## config.mk

```make
export PLATFORM = sky130hd
export DESIGN_NAME = dma_bus_arbiter
export DESIGN_NICKNAME = d
export VERILOG_FILES = /design/src/rtl/dma_arb_pkg.sv /design/src/rtl/arb_fixed_pick.sv /design/src/rtl/arb_rr_pick.sv /design/src/rtl/arb_last_ptr.sv /design/src/rtl/dma_bus_arbiter.sv
export SDC_FILE = /design/constraint.sdc
export NUM_CORES = 1
export LEC_CHECK = 0
export BUFFER_PORTS_ARGS = -buffer_cell sky130_fd_sc_hd__buf_2
export CELL_PAD_IN_SITES_DETAIL_PLACEMENT = 0
export CELL_PAD_IN_SITES_GLOBAL_PLACEMENT = 1
export CORE_UTILIZATION = 40
export DETAILED_ROUTE_END_ITERATION = 10
export PLACE_DENSITY_LB_ADDON = 0.12
export SETUP_SLACK_MARGIN = 0.15
export SYNTH_ARGS = -nofsm -noshare
export SYNTH_HDL_FRONTEND = slang
export SYNTH_SLANG_ARGS = --single-unit
```

## constraint.sdc

```tcl
create_clock -name clk -period 8.2 [get_ports clk]
set_input_delay 0 -clock clk [delete_from_list [all_inputs] [get_ports clk]]
set_output_delay 0 -clock clk [all_outputs]
set_load 0.005 [all_outputs]
```

## src/rtl/dma_arb_pkg.sv

```systemverilog
package dma_arb_pkg;

  typedef enum logic {
    POL_FIXED = 1'b0,
    POL_RR    = 1'b1
  } arb_pol_e;

endpackage

```

## src/rtl/arb_fixed_pick.sv

```systemverilog
// Lowest-index-wins selector built as a ripple of "already taken" flags.
module arb_fixed_pick #(
  parameter int N_CH = 8
) (
  input  logic [N_CH-1:0] req,
  output logic [N_CH-1:0] gnt
);

  logic [N_CH:0] taken;

  assign taken[0] = 1'b0;

  for (genvar i = 0; i < N_CH; i++) begin : g_chain
    assign gnt[i]       = req[i] & ~taken[i];
    assign taken[i + 1] = taken[i] | req[i];
  end

endmodule

```

## src/rtl/arb_rr_pick.sv

```systemverilog
// Rotating selector: the search begins at start_idx and wraps.
module arb_rr_pick #(
  parameter int N_CH = 8,
  localparam int IW  = $clog2(N_CH)
) (
  input  logic [N_CH-1:0] req,
  input  logic [IW-1:0]   start_idx,
  output logic [N_CH-1:0] gnt
);

  function automatic logic [N_CH-1:0] rot_down(input logic [N_CH-1:0] v,
                                               input logic [IW-1:0] s);
    logic [2*N_CH-1:0] dbl;
    dbl = {v, v} >> s;
    return dbl[N_CH-1:0];
  endfunction

  function automatic logic [N_CH-1:0] rot_up(input logic [N_CH-1:0] v,
                                             input logic [IW-1:0] s);
    logic [2*N_CH-1:0] dbl;
    dbl = {v, v} << s;
    return dbl[2*N_CH-1:N_CH];
  endfunction

  logic [N_CH-1:0] req_rot, gnt_rot;

  assign req_rot = rot_down(req, start_idx);

  arb_fixed_pick #(.N_CH(N_CH)) u_first (
    .req (req_rot),
    .gnt (gnt_rot)
  );

  assign gnt = rot_up(gnt_rot, start_idx);

endmodule

```

## src/rtl/arb_last_ptr.sv

```systemverilog
// Remembers which channel finished a block most recently.
module arb_last_ptr #(
  parameter int N_CH = 8,
  localparam int IW  = $clog2(N_CH)
) (
  input  logic            clk,
  input  logic            rst_n,
  input  logic [N_CH-1:0] grant,
  input  logic            finish,
  output logic [IW-1:0]   cur_idx,
  output logic [IW-1:0]   last_idx
);

  function automatic logic [IW-1:0] oh_to_idx(input logic [N_CH-1:0] oh);
    logic [IW-1:0] idx;
    idx = '0;
    for (int i = 0; i < N_CH; i++) begin
      if (oh[i]) idx = idx | IW'(i);
    end
    return idx;
  endfunction

  assign cur_idx = oh_to_idx(grant);

  always_ff @(posedge clk or negedge rst_n) begin
    if (!rst_n) begin
      last_idx <= IW'(N_CH - 1);
    end else if (finish) begin
      last_idx <= cur_idx;
    end
  end

endmodule

```

## src/rtl/dma_bus_arbiter.sv

```systemverilog
module dma_bus_arbiter
  import dma_arb_pkg::*;
#(
  parameter int N_CH = 8,
  localparam int IW  = $clog2(N_CH)
) (
  input  logic            clk,
  input  logic            rst_n,
  input  logic            arb_enable,
  input  logic            arb_policy,
  input  logic [N_CH-1:0] ch_req,
  input  logic            blk_done,
  output logic [N_CH-1:0] bus_grant
);

  function automatic logic [IW-1:0] next_idx(input logic [IW-1:0] i);
    return (i == IW'(N_CH - 1)) ? '0 : i + 1'b1;
  endfunction

  // Named internal events, visible to the bound checker.
  logic            busy;
  logic            any_req;
  logic            burst_end;
  logic            arb_decide;
  logic [IW-1:0]   cur_idx;
  logic [IW-1:0]   last_idx;
  logic [IW-1:0]   base_idx;
  logic [IW-1:0]   rr_start;
  logic [N_CH-1:0] fix_gnt;
  logic [N_CH-1:0] rr_gnt;
  logic [N_CH-1:0] win_gnt;
  logic [N_CH-1:0] grant_q;
  arb_pol_e        pol;

  assign pol        = arb_pol_e'(arb_policy);
  assign busy       = |grant_q;
  assign any_req    = |ch_req;
  assign burst_end  = busy & blk_done;
  assign arb_decide = (burst_end | ~busy) & arb_enable & any_req;

  // The channel that finishes now counts as the last one for this decision.
  assign base_idx = burst_end ? cur_idx : last_idx;
  assign rr_start = next_idx(base_idx);

  arb_fixed_pick #(.N_CH(N_CH)) u_fixed (
    .req (ch_req),
    .gnt (fix_gnt)
  );

  arb_rr_pick #(.N_CH(N_CH)) u_rr (
    .req       (ch_req),
    .start_idx (rr_start),
    .gnt       (rr_gnt)
  );

  assign win_gnt = (pol == POL_RR) ? rr_gnt : fix_gnt;

  arb_last_ptr #(.N_CH(N_CH)) u_ptr (
    .clk      (clk),
    .rst_n    (rst_n),
    .grant    (grant_q),
    .finish   (burst_end),
    .cur_idx  (cur_idx),
    .last_idx (last_idx)
  );

  always_ff @(posedge clk or negedge rst_n) begin
    if (!rst_n) begin
      grant_q <= '0;
    end else if (arb_decide) begin
      grant_q <= win_gnt;
    end else if (burst_end) begin
      grant_q <= '0;
    end
  end

  assign bus_grant = grant_q;

endmodule

```

==> results of run 1 <==
==> metrics by stage <==
stage	area (sq um)	hold slack, ns	std cells	utilization [%]	worst slack, ns
global placement	1970	-0.110	291	44.3	3.91
CTS	2020	0.131	296	45.5	3.90
finish	2020	0.132	296	45.5	3.89
global route	2020	0.146	296	45.5	3.58
floorplan	1900	-0.296	242	-	4.42
detailed placement	1970	-0.111	291	44.3	3.91
==> sequential cells by signal, summed over array words and instances (netlist names) <==
| name | cells |
|---|---|
| bus_grant | 8 |
| u_ptr.last_idx | 3 |
==> Yosys cell counts, drive strengths merged, types with 3 or more instances <==
master	instances	area, sq um
o41a	3	43.8
a32o	3	30.0
a2111oi	7	61.3
a22oi	3	22.5
mux2	4	45.0
a211oi	7	77.6
buf	10	52.6
nand2b	8	50.1
a21oi	3	15.0
inv	10	37.5
a31o	3	26.3
nor2	21	78.8
o32ai	3	33.8
dfstp	3	78.8
nand3	5	25.0
o21ai	15	78.8
nand3b	4	30.0
mux4	4	90.1
nor4	6	37.5
dfrtp	8	200
nor3b	4	30.0
o211ai	5	37.5
a31oi	5	37.5
nor3	12	60.1
clkbuf	15	56.3
o221ai	4	35.0
o2bb2ai	3	26.3
nand2	17	63.8
mux2i	11	110
==> layout make-up <==
| type | count | area (sq um) | area share, % |
|---|---|---|---|
| Sequential cell | 11 | 279 | 13.8 |
| Multi-Input combinational cell | 195 | 1470 | 72.5 |
| Clock buffer | 4 | 45.0 | 2.23 |
| Inverter | 11 | 41.3 | 2.04 |
| Timing Repair Buffer | 23 | 125 | 6.18 |
| Tap cell | 52 | 65.1 | 3.22 |
==> cells by family after synthesis <==
group	after synthesis
muxes	19
adders and majority gates	2
and+or+nand+nor	89
DFF	11
buffers and inverters	36
AOI/OAI and AO/OA	85
==> worst max-delay path by stage <==
stage | from | to | slack (ns)
2_1_floorplan | bus_grant[7] | bus_grant[4] | 4.42
3_3_place_gp | bus_grant[7] | bus_grant[5] | 3.91
3_5_place_dp | bus_grant[7] | bus_grant[4] | 3.91
4_1_cts | bus_grant[7] | bus_grant[4] | 3.90
5_1_grt | bus_grant[7] | bus_grant[0] | 3.58
6_report | bus_grant[7] | bus_grant[5] | 3.89
==> critical path, delay by kind of cell, from the launching register on <==
kind            cells  cell delay [ns]
compound gates      6             1.56
fa+ha+maj           2             0.50
buf+inv             2             0.72
flops               1             0.43
simple gates        4             1.02
==> layer usage <==
| layer | track usage, % | up-vias | routed length [um] |
|---|---|---|---|
| met5 | 0 | - | 0 |
| met4 | 11.6 | 0 | 164 |
| met3 | 1.85 | 15 | 368 |
| met2 | 43.6 | 111 | 3090 |
| met1 | 37.0 | 1019 | 2840 |
| li1 | - | 961 | - |
==> timing repair <==
| action | 4_1_cts | 5_1_grt |
|---|---|---|
| hold endpoints to repair | 11 | 0 |
| hold buffers | 1 | 0 |
| setup buffers | 0 | 0 |
==> impl_metrics.toml, run 1 <==
[routing]
detail_route.wirelength_mm = 6.47
route.antenna.remaining_nets = 0
drc = 0
detail_route.first_pass.iterations = 7
avgViaCountPerCell = 7.11
first_iter_violations = 237
via_count = 2106
wl_per_cell_um = 21.9

[logic_synthesis]
synthAdderAreaFrac_pct = 1.32
synthesis.area_per_instance_sq_um = 7.84
synth_cell_type_count = 66
dominantRegCellSynth = "sky130_fd_sc_hd__dfrtp_1"
synth_mux_area_share_pct = 12.9
postSynthNetCount = 257
yosysWarnings = 0
synth_compound_area_share_pct = 38.8
synth-async-reset-ratio_pct = 100
main_combinational_cell_family_by_area_after_synthesis = "compound AO/OA/AOI/OAI gates"
synthSimpleGateAreaFrac_pct = 24.3
synthesis.instances = 242
synth_xor_xnor_area_share_pct = 0
ys_seq_elements = 11
syn_area_sq_mm = 0.00190
synth-edff-count = 0
synth-seq-area-share_pct = 14.7

[grt]
antenna_found_initial = 0
grt_start_max_net_pins = 43
grt_overflow_total = 0
grt_use_total_pct = 26.9
grt_pass1_wl_mm = 10.6
grt_pass1_vias = 1935

[clock_network]
cts_made_buffers = 3
cts_root_buffer = "sky130_fd_sc_hd__clkbuf_8"
cts_tree = "built"
clk_path_buf_depth = 2
clk_pin_slew_ns = 0.05
postCtsResizedCells = 0
cts_num_sinks = 11
worst_skew_pair.late_latency_ns = 0.24
h_tree_depth = 1

[sta]
min_period_ns = 4.31
worst-slew-pin-transition_ns = 0.720
setup_violations = 0
setup_tns_ns = 0
achievable-frequency_mhz = 232
finalHoldViolations = 0
timing.slew.headroom_pct = 50.8
grt_setup_unrepaired = "no"
post-route-period-util_pct = 52.6
timing_max_transition_violations_final = 0
finClkSkew_ns = 0.00488

[placed_design]
numPortBuffers = 20
hpwlAfterDp_mm = 4.73
gp_congestion = 0.883

[worst_setup_path]
worst_setup_path_end_kind = "flop"
worstPathCellList = "nor4_1 > and2_1 > nand2b_1 > o21ai_0 > ha_1 > ha_1 > buf_4 > inv_1 > a21oi_1 > nor3_1 > o32ai_1 > a31oi_1 > o21a_1 > o32ai_2"
setup.reg_to_reg.worst_slack_ns = 3.89
worst_r2r_startpoint = "bus_grant[7]"
critical_path_arrival_ns = 4.46
timing.critical_path.from_type = "flop"
r2r_cells = 14
critical_path_s_most_frequent_cell = "sky130_fd_sc_hd__ha_1"
required_ns = 8.35
timing.rr.end = "bus_grant[5]"
crit_type = "reg2reg"
critical-path-slowest-cell = "sky130_fd_sc_hd__nor4_1"
critical-path-max-stage-delay_ns = 0.50
critical_path.max_fanout = 37

[cells_and_area]
syn2layout_area_growth_pct = 6.66
fill_cells = 456
most-common-layout-cells = "21 x sky130_fd_sc_hd__nor2_1, 20 x sky130_fd_sc_hd__buf_2, 17 x sky130_fd_sc_hd__nand2_1"
layout_commonest_cell = "sky130_fd_sc_hd__nor2_1"
nets = 260
share_of_final_layout_standard_cells_stronger_than_drive_strength_1_pct = 20.5
n_antenna_cell = 0

[die]
core_region_area_sq_mm = 0.00444
placement_rows = 24
total_die_area_sq_mm = 0.00502
start_util_pct = 42.7
num_io_pins = 21
fp.dieW_um = 70.9
dieHeight_um = 70.9

[outcome]
outcome = "finished clean"

[worst_hold_path]
min_delay_path_depth = 2
worst_hold_path.endpoint = "bus_grant[5]"
hp-class = "in2reg"
hp-start = "blk_done"

[run]
timing.max_cap.violations = 0
Power of run 1 is not shown: default switching activity piles up to over one toggle a cycle in this logic, so the estimate is an artifact.
==> run 2: changes to the inputs <==
Clock period 8.2 ns to 4.4 ns, I/O delays scaled along.
==> run 2 against run 1 <==
Compared with the run above:
- the run now ends with DRC left
- routed wire length down 3.6%
- sequential cell count unchanged
- die area unchanged
==> impl_metrics.toml, run 2 (synthesis results as in run 1) <==
[sta]
grt_setup_unrepaired = "no"
worst-slew-pin-transition_ns = 0.637
min_period_ns = 3.93
timing_max_transition_violations_final = 0
finClkSkew_ns = 0.00269
setup_violations = 0
post-route-period-util_pct = 89.3
setup_tns_ns = 0
timing.slew.headroom_pct = 56.4
holdWs_ns = 0.136
finalHoldViolations = 0
achievable-frequency_mhz = 255

[worst_setup_path]
critical_path_arrival_ns = 4.08
critPathLaunch = "bus_grant[7]"
worst_setup_path_end_kind = "flop"
critical-path-max-stage-delay_ns = 0.54
worst_r2r_startpoint = "bus_grant[7]"
crit_type = "reg2reg"
timing.critical_path.from_type = "flop"
critical-path-top-delay-family = "simple AND/OR/NAND/NOR gates"
worstPathCellList = "nor4_2 > and2_1 > nand2b_1 > o21ai_0 > ha_1 > ha_2 > mux4_2 > nor2_1 > mux2_2 > o21ai_2 > or2_4 > o311a_1 > o31ai_2"
critical_path.max_fanout = 14
path_buf_inv = 0
required_ns = 4.55
critical-path-slowest-cell = "sky130_fd_sc_hd__mux4_2"

[routing]
detail_route.first_pass.iterations = 8
route.antenna.remaining_nets = 0
met3WireLength_um = 407
via_count = 2063
routedLengthMet1_mm = 2.68
avgViaCountPerCell = 6.81
detail_route.wirelength_mm = 6.23
wl_per_cell_um = 20.6
top_layer_used = "met4"
wl_met2_mm = 3.02
drc = 8
first_iter_violations = 174

[cells_and_area]
syn2layout_area_growth_pct = 10.6
nets = 267
area.sequential_sq_um = 279
final_util_pct = 47.2
largest_register_ffs = 8
share_of_final_layout_standard_cells_stronger_than_drive_strength_1_pct = 23.9
layout_commonest_cell = "sky130_fd_sc_hd__nor2_1"
multiInputGateArea_sq_mm = 0.00148
fill_cells = 429
n_antenna_cell = 0
most-common-layout-cells = "21 x sky130_fd_sc_hd__nor2_1, 20 x sky130_fd_sc_hd__buf_2, 17 x sky130_fd_sc_hd__nand2_1"

[placed_design]
hpwlAfterDp_mm = 4.70
gp_congestion = 0.899
numPortBuffers = 20

[run]
timing.max_cap.violations = 0

[grt]
grt_overflow_total = 0
grt_use_total_pct = 25.9
antenna_found_initial = 0
grt_start_max_net_pins = 43
grt_pass1_wl_mm = 10.2
grt_pass1_vias = 1975

[clock_network]
clk_path_buf_depth = 2
cts_num_sinks = 11
worst_skew_pair.late_latency_ns = 0.24
h_tree_depth = 1
clk_pin_slew_ns = 0.05
cts_tree = "built"
cts_made_buffers = 3
cts_root_buffer = "sky130_fd_sc_hd__clkbuf_8"

[die]
total_die_area_sq_mm = 0.00502
start_util_pct = 42.7
placement_rows = 24
dieHeight_um = 70.9
num_io_pins = 21
core_region_area_sq_mm = 0.00444
fp.dieW_um = 70.9

[worst_hold_path]
hp-start = "blk_done"
hp-class = "in2reg"

[outcome]
outcome = "finished with violations"
violations_in_the_final_reports = "DRC"
## run 2: final timing paths
kind,endpoint,slack [ns],cells past startpoint
max,bus_grant[4],0.47,13
max reg2reg,bus_grant[4],0.47,13
min in group asynchronous,bus_grant[2],0.16,2
min,bus_grant[5],0.14,2
max in group asynchronous,u_ptr.last_idx[0],3.98,2
min reg2reg,u_ptr.last_idx[1],0.53,2
## run 2: area by class of cell
type / instances / area share, %
well taps: 52 / 3.10
multi-input cells: 195 / 70.4
clock buffers: 4 / 2.15
repair buffers: 30 / 9.07
flip-flops and latches: 11 / 13.3
inverters: 11 / 1.97
## run 2: per-layer routing
metal / GRT usage (%) / vias to the layer above
li1: - / 973
met1: 34.5 / 972
met2: 43.1 / 103
met3: 2.56 / 15
met4: 10.2 / 0
met5: 0 / -
## run 2: timing repair
action                                  in CTS  in global routing
hold endpoints to repair                    11                  0
setup buffers                                0                  0
hold buffers                                 1                  0
endpoints found under the setup margin       0                  8
resized for setup                            0                  3
## run 2: metrics by stage
stage	cell area [sq um]	instances	setup WS, ns
after floorplan	1900	242	0.618
after global placement	2030	298	0.415
after detailed placement	2030	298	0.304
after CTS	2090	303	0.284
after global routing	2100	303	0.209
final	2100	303	0.471
Power of run 2 is left out for the same reason.
